[src/rtl/ivt_pkg.sv]
package ivt_pkg;

    typedef enum logic [0:0] {
        ST_IDLE = 1'b0,
        ST_RUN  = 1'b1
    } run_state_e;

    localparam logic [1:0] ADDR_PRELOAD = 2'd0;
    localparam logic [1:0] ADDR_COUNT   = 2'd1;
    localparam logic [1:0] ADDR_CTRL    = 2'd2;
    localparam logic [1:0] ADDR_IRQ     = 2'd3;

    localparam logic [7:0] CMD_CLEAR = 8'h00;
    localparam logic [7:0] CMD_START = 8'h03;

    typedef struct packed {
        logic       pending;
        logic       enable;
        logic [2:0] level;
    } irq_cfg_t;

endpackage

[src/rtl/ivt_tick_gen.sv]
module ivt_tick_gen #(
    parameter int unsigned DIV = 10
) (
    input  logic clk,
    input  logic rst_n,
    output logic tick
);

    localparam int unsigned CW = (DIV > 1) ? $clog2(DIV) : 1;
    localparam logic [CW-1:0] LAST = CW'(DIV - 1);

    logic [CW-1:0] div_q;

    always_ff @(posedge clk) begin
        if (!rst_n) begin
            div_q <= '0;
        end else if (div_q == LAST) begin
            div_q <= '0;
        end else begin
            div_q <= div_q + 1'b1;
        end
    end

    always_comb begin
        tick = (div_q == LAST);
    end

    generate
        if (DIV > 1) begin : g_gap_chk
            // a tick is always followed by at least one idle cycle
            assert_tick_gap_R3: assert property (@(posedge clk) disable iff (!rst_n)
                tick |=> !tick);
        end
    endgenerate

endmodule

[src/rtl/ivt_count_fsm.sv]
module ivt_count_fsm
    import ivt_pkg::*;
#(
    parameter int unsigned W = 16
) (
    input  logic         clk,
    input  logic         rst_n,
    input  logic         tick,
    input  logic         ctrl_wr,
    input  logic [7:0]   ctrl_val,
    input  logic [W-1:0] preload,
    output logic [W-1:0] count,
    output logic         running,
    output logic         overflow
);

    localparam logic [W-1:0] CNT_MAX = {W{1'b1}};

    run_state_e   state_q, state_d;
    logic [W-1:0] count_q;
    logic         clr_cmd, start_cmd;

    always_comb begin
        clr_cmd   = ctrl_wr && (ctrl_val == CMD_CLEAR);
        start_cmd = ctrl_wr && (ctrl_val == CMD_START);
    end

    // next-state logic
    always_comb begin
        state_d = state_q;
        unique case (state_q)
            ST_IDLE: if (start_cmd) state_d = ST_RUN;
            ST_RUN:  if (clr_cmd)   state_d = ST_IDLE;
            default: state_d = ST_IDLE;
        endcase
    end

    // state register
    always_ff @(posedge clk) begin
        if (!rst_n) begin
            state_q <= ST_IDLE;
        end else begin
            state_q <= state_d;
        end
    end

    // counter datapath
    always_ff @(posedge clk) begin
        if (!rst_n) begin
            count_q <= '0;
        end else if (clr_cmd) begin
            count_q <= '0;
        end else if (state_q == ST_IDLE && start_cmd) begin
            count_q <= preload;
        end else if (state_q == ST_RUN && tick) begin
            if (count_q == CNT_MAX) begin
                count_q <= preload;
            end else begin
                count_q <= count_q + 1'b1;
            end
        end
    end

    // outputs
    always_comb begin
        count    = count_q;
        running  = (state_q == ST_RUN);
        overflow = (state_q == ST_RUN) && tick && (count_q == CNT_MAX) && !clr_cmd;
    end

    // one step per tick while running
    assert_run_step_R3: assert property (@(posedge clk) disable iff (!rst_n)
        (state_q == ST_RUN && tick && count_q != CNT_MAX && !clr_cmd)
        |=> count_q == W'($past(count_q) + 1'b1));

    // stopped counter holds
    assert_idle_hold_R4: assert property (@(posedge clk) disable iff (!rst_n)
        (state_q == ST_IDLE && !start_cmd && !clr_cmd) |=> $stable(count_q));

    // clear command zeroes the counter and stops
    assert_clear_stops_R4: assert property (@(posedge clk) disable iff (!rst_n)
        clr_cmd |=> (count_q == '0 && state_q == ST_IDLE));

    // wrap reloads the preload
    assert_wrap_reload_R6: assert property (@(posedge clk) disable iff (!rst_n)
        (state_q == ST_RUN && tick && count_q == CNT_MAX && !clr_cmd)
        |=> count_q == $past(preload));

endmodule

[src/rtl/ivt_irq_ctl.sv]
module ivt_irq_ctl
    import ivt_pkg::*;
(
    input  logic       clk,
    input  logic       rst_n,
    input  logic       cfg_wr,
    input  logic [7:0] cfg_data,
    input  logic       overflow,
    output irq_cfg_t   cfg,
    output logic       irq_req,
    output logic [2:0] irq_level
);

    irq_cfg_t cfg_q;
    logic     unused_bits;

    always_comb begin
        unused_bits = ^cfg_data[6:4];
    end

    always_ff @(posedge clk) begin
        if (!rst_n) begin
            cfg_q <= '0;
        end else begin
            if (cfg_wr) begin
                cfg_q.level  <= cfg_data[2:0];
                cfg_q.enable <= cfg_data[3];
                if (cfg_data[7]) begin
                    cfg_q.pending <= 1'b0;
                end
            end
            // a new event wins over a coincident acknowledge
            if (overflow) begin
                cfg_q.pending <= 1'b1;
            end
        end
    end

    always_comb begin
        cfg       = cfg_q;
        irq_req   = cfg_q.enable && cfg_q.pending && (cfg_q.level != 3'd0);
        irq_level = irq_req ? cfg_q.level : 3'd0;
    end

    // overflow always leaves pending set
    assert_ovf_sets_pending_R8: assert property (@(posedge clk) disable iff (!rst_n)
        overflow |=> cfg_q.pending);

    // pending only rises because of an overflow
    assert_pending_source_R6: assert property (@(posedge clk) disable iff (!rst_n)
        $rose(cfg_q.pending) |-> $past(overflow));

    // acknowledge without a new event clears pending
    assert_ack_clears_R7: assert property (@(posedge clk) disable iff (!rst_n)
        (cfg_wr && cfg_data[7] && !overflow) |=> !cfg_q.pending);

endmodule

[src/rtl/preload_interval_timer.sv]
module preload_interval_timer
    import ivt_pkg::*;
#(
    parameter int unsigned SYS_CLK_HZ = 1_600_000,
    parameter int unsigned TICK_HZ    = 160_000,
    parameter int unsigned CNT_W      = 16
) (
    input  logic             clk,
    input  logic             rst_n,
    input  logic [1:0]       bus_addr,
    input  logic             bus_wr,
    input  logic [CNT_W-1:0] bus_wdata,
    output logic [CNT_W-1:0] bus_rdata,
    output logic             irq_req,
    output logic [2:0]       irq_level
);

    localparam int unsigned DIV = (SYS_CLK_HZ / TICK_HZ > 0) ? SYS_CLK_HZ / TICK_HZ : 1;

    logic [CNT_W-1:0] preload_q;
    logic [CNT_W-1:0] count;
    logic             tick, running, overflow;
    logic             ctrl_wr, irq_wr, pre_wr;
    irq_cfg_t         cfg;

    always_comb begin
        pre_wr  = bus_wr && (bus_addr == ADDR_PRELOAD);
        ctrl_wr = bus_wr && (bus_addr == ADDR_CTRL);
        irq_wr  = bus_wr && (bus_addr == ADDR_IRQ);
    end

    always_ff @(posedge clk) begin
        if (!rst_n) begin
            preload_q <= '0;
        end else if (pre_wr) begin
            preload_q <= bus_wdata;
        end
    end

    ivt_tick_gen #(.DIV(DIV)) tick_i (
        .clk   (clk),
        .rst_n (rst_n),
        .tick  (tick)
    );

    ivt_count_fsm #(.W(CNT_W)) fsm_i (
        .clk      (clk),
        .rst_n    (rst_n),
        .tick     (tick),
        .ctrl_wr  (ctrl_wr),
        .ctrl_val (bus_wdata[7:0]),
        .preload  (preload_q),
        .count    (count),
        .running  (running),
        .overflow (overflow)
    );

    ivt_irq_ctl irq_i (
        .clk       (clk),
        .rst_n     (rst_n),
        .cfg_wr    (irq_wr),
        .cfg_data  (bus_wdata[7:0]),
        .overflow  (overflow),
        .cfg       (cfg),
        .irq_req   (irq_req),
        .irq_level (irq_level)
    );

    always_comb begin
        bus_rdata = '0;
        unique case (bus_addr)
            ADDR_PRELOAD: bus_rdata = preload_q;
            ADDR_COUNT:   bus_rdata = count;
            ADDR_CTRL:    bus_rdata = CNT_W'(running ? CMD_START : CMD_CLEAR);
            ADDR_IRQ:     bus_rdata = CNT_W'({cfg.pending, 3'b000, cfg.enable, cfg.level});
            default:      bus_rdata = '0;
        endcase
    end

    // preload changes only through its own address
    assert_preload_hold_R2: assert property (@(posedge clk) disable iff (!rst_n)
        !pre_wr |=> $stable(preload_q));

    // a request always carries a non-zero level
    assert_req_level_R9: assert property (@(posedge clk) disable iff (!rst_n)
        irq_req |-> (irq_level != 3'd0));

    // no request means level 0
    assert_idle_level_R9: assert property (@(posedge clk) disable iff (!rst_n)
        !irq_req |-> (irq_level == 3'd0));

endmodule

[config.mk]
export PLATFORM = sky130hd
export DESIGN_NAME = preload_interval_timer
export DESIGN_NICKNAME = d
export VERILOG_FILES = /design/src/rtl/ivt_pkg.sv /design/src/rtl/ivt_tick_gen.sv /design/src/rtl/ivt_count_fsm.sv /design/src/rtl/ivt_irq_ctl.sv /design/src/rtl/preload_interval_timer.sv
export SDC_FILE = /design/constraint.sdc
export NUM_CORES = 1
export LEC_CHECK = 0
export ABC_AREA = 0
export BUFFER_PORTS_ARGS = -buffer_cell sky130_fd_sc_hd__buf_2
export CAP_MARGIN = 5
export CORE_UTILIZATION = 40
export CTS_BUF_LIST = sky130_fd_sc_hd__clkbuf_2 sky130_fd_sc_hd__clkbuf_4 sky130_fd_sc_hd__clkbuf_8
export CTS_CLUSTER_SIZE = 40
export DETAILED_ROUTE_END_ITERATION = 10
export PLACE_DENSITY_LB_ADDON = 0.2
export SLEW_MARGIN = 20
export SYNTH_ARGS = -nofsm -noshare
export SYNTH_HDL_FRONTEND = slang
export SYNTH_HIERARCHICAL = 1
export SYNTH_SLANG_ARGS = --single-unit
[constraint.sdc]
create_clock -name clk -period 2.75 [get_ports clk]
set_clock_uncertainty 0.1 [all_clocks]
set_input_delay 0.1375 -clock clk [delete_from_list [all_inputs] [get_ports clk]]
set_output_delay 0.1375 -clock clk [all_outputs]
set_load 0.005 [all_outputs]
==> impl_metrics.yaml <==
yosys:
  ys_warn_count: 6
  synth_mux_area_share_pct: 16.8
  synth_cell_type_count: 49
  synthSimpleGateAreaFrac_pct: 27.0
  synth-adder-area-share_pct: 1.50
  yosysTopAreaCell: "dfxtp_1"
  avgSynthCellArea_um2: 8.46
  synth-seq-cells: 42
  ys.flop_type: "dfxtp_1"
  netlist_instances: 296
  synth_compound_area_share_pct: 14.6
  synth-async-reset-ratio_pct: 0
  postSynthNetCount: 320
  post_synth_instance_area_um2: 2500
  yosysSeqAreaShare_pct: 33.6
  yosys-top-cells-area: "dfxtp_1 (34%), mux2i_1 (13%), nand2_1 (7.2%)"
  synth_top_area_share_pct: 33.6
  synth_xor_area_share_pct: 0.350
  synth_edf_count: 0
  synth_top_family_by_area: "simple AND/OR/NAND/NOR gates"
hold_path:
  min_to: "preload_q[8]$_SDFFE_PN0P_"
  hold_depth: 3
  min_from: "bus_wdata[8]"
  hp-class: "in -> reg"
final_layout:
  final_layout_size_suffix_gt1_share_pct: 20.4
  insertedDiodeCount: 0
  final_common_cell: "nand2_1"
  multi_input_area_um2: 1510
  area_growth_pct: 18.1
  stdcell_count: 423
  seq_area_um2: 841
  final_cell_mix: "nand2_1 (48), dfxtp_1 (42), buf_2 (40)"
  n_fill_cell: 591
  final_nets: 371
route:
  routed_via_density: 5.40
  drc: 0
  wirelength_um: 6120
  first_pass_iters: 4
  postRouteAntennaNets: 0
  num_vias: 2285
  post_drt_wl_per_cell_um: 14.5
  drt_iter0_drc: 155
cts:
  htree_levels: 2
  worstSkewPairLatency_ns: 0.29
  tritoncts: "yes"
  cts.clk_slew.worst_paths_ns: 0.08
  cts_made_buffers: 5
  clock_path_buffers: 2
  cts_num_sinks: 42
  cts_resized: 0
  cts_root_buffer: "clkbuf_8"
floorplan:
  fp-row-count: 28
  die_w_um: 81.1
  fp.dieArea_um2: 6580
  core-area_um2: 5990
  start_util_pct: 41.8
  die-height_um: 81.1
  ios: 41
sta:
  setup_violations: 0
  slew_headroom_pct: 58.8
  worst_slack_ns: 0.303
  fmax_ghz: 0.409
  grt_setup_unrepaired: "false"
  finalCriticalPeriod_ns: 2.45
  drv_slew: 0
  finalCritPeriodShare_pct: 89.0
  worst_slew_pin_slew_ns: 0.616
  final_hold_viol_count: 0
  tns_ns: 0
setup_path:
  critical_path_class: "reg -> reg"
  path_cells: "ha_1 > nand3_2 > or4_4 > o21ai_4 > buf_4 > a21oi_1 > o21ai_0 > a21oi_1"
  r2r_slack_ns: 0.30
  worst_r2r_endpoint: "fsm_i/count[13]$_SDFFE_PP0P_"
  required_ns: 2.81
  critPathCaptureType: "flop"
  path_delay_family: "simple AND/OR/NAND/NOR gates"
  reg2reg_depth: 8
  crit_slowest_cell: "or4_4"
  crit_fanout: 13
  path_common_cell: "a21oi_1"
  slowest_delay_ns: 0.56
  worst_setup_path_start_kind: "flop"
  cp.arrival_ns: 2.50
  cp_num_buf_inv: 1
  r2r_start: "fsm_i/count[0]$_SDFFE_PP0P_"
placement:
  placed_cells: 404
  io_buffers: 40
  place_ws_ns: 0.352
  place_hpwl_um: 4410
  gp_congestion: 0.829
grt:
  grt_max_degree: 43
  grt_antenna_before_repair: 0
  grt_first_pass_wirelength_um: 10300
  grt_pass1_vias: 2062
  grt_util_all_layers_pct: 20.6
  grt_remaining_overflow: 0
flow_run:
  drv_cap: 0
power_and_ir_drop:
  total_leakage_power_nw: 1.17
  vdd_drop_max_mv: 0.252
  power.density_nw_per_um2: 423
  power_mw: 1.25
run_status:
  outcome: "finished clean"
[per-stage QoR]
step           hold WS, ns  area, µm²  util [%]
6_report           0.00827       2960      49.4
5_1_grt            0.00848       2960      49.4
4_1_cts           0.000960       2960      49.4
3_5_place_dp         0.292       2730      45.6
3_3_place_gp         0.286       2730      45.6
2_1_floorplan        0.148       2500         -
[final cells by class]
cell class / count / share of cell area, %
timing repair buffer: 61 / 13.0
multi-input combinational: 233 / 51.0
tap: 75 / 3.17
clock buffer: 6 / 2.58
inverter: 4 / 0.508
sequential: 42 / 28.4
clock inverter: 2 / 1.27
[what timing repair did]
action	in CTS	in global routing
buffers inserted	0	0
hold buffers	11	0
hold endpoints to repair	11	0
[Yosys cell counts (all sizes together), types with 5 or more instances]
cell type / n
nand2: 48
dfxtp: 42
mux2i: 33
nor2: 26
o21ai: 20
a21oi: 17
buf: 14
nor3: 9
and2: 8
and3: 8
nor2b: 8
nand4: 5
[power breakdown]
part	internal (mW)	switching, mW	leakage (nW)
Combinational	0.0539	0.0574	0.770
Clock	0.281	0.222	0.0548
Sequential	0.622	0.0138	0.340
Total	0.956	0.294	1.17
[how the worst max path moves through the flow]
stage,startpoint,endpoint,slack [ns],cells past startpoint
2_1_floorplan,fsm_i/count[0]$_SDFFE_PP0P_,fsm_i/count[9]$_SDFFE_PP0P_,0.64,8
3_3_place_gp,fsm_i/count[0]$_SDFFE_PP0P_,fsm_i/count[13]$_SDFFE_PP0P_,0.42,8
3_5_place_dp,fsm_i/count[0]$_SDFFE_PP0P_,fsm_i/count[15]$_SDFFE_PP0P_,0.35,8
4_1_cts,fsm_i/count[0]$_SDFFE_PP0P_,fsm_i/count[15]$_SDFFE_PP0P_,0.34,8
5_1_grt,fsm_i/count[0]$_SDFFE_PP0P_,fsm_i/count[11]$_SDFFE_PP0P_,0.08,8
6_report,fsm_i/count[0]$_SDFFE_PP0P_,fsm_i/count[13]$_SDFFE_PP0P_,0.30,8
[worst reg2reg max path, stage by stage (launching register included)]
cell and delay, ns:
dfxtp_1 0.43, ha_1 0.23, nand3_2 0.12, or4_4 0.56
o21ai_4 0.32, buf_4 0.25, a21oi_1 0.06, o21ai_0 0.16
a21oi_1 0.08
[layer usage]
| metal | vias to the layer above | part of all wire [%] | routed length, µm | global-route usage [%] |
|---|---|---|---|---|
| met5 | - | 0 | 0 | 0 |
| met4 | 0 | 0.41 | 25 | 5.36 |
| met3 | 2 | 3.0 | 186 | 3.60 |
| met2 | 36 | 47 | 2880 | 33.2 |
| met1 | 1083 | 49 | 3020 | 28.1 |
| li1 | 1164 | - | - | - |
[logic make-up (layout without fill, tap and decap cells)]
| kind of cell | after synthesis | count (layout) |
|---|---|---|
| and+or+nand+nor | 133 | 133 |
| AOI/OAI and AO/OA | 58 | 58 |
| DFF | 42 | 42 |
| muxes | 38 | 38 |
| buffers and inverters | 21 | 73 |
| adders and majority gates | 3 | 3 |
| xor gates and xnor gates | 1 | 1 |
[state kept, by name, indices dropped and copies added, names as in the netlist]
signal and count:
fsm_i/running 1, fsm_i/count 16, irq_i/cfg 5, preload_q 16
tick_i/div_q 4
No activity file was read; power rests on OpenSTA's default activity.
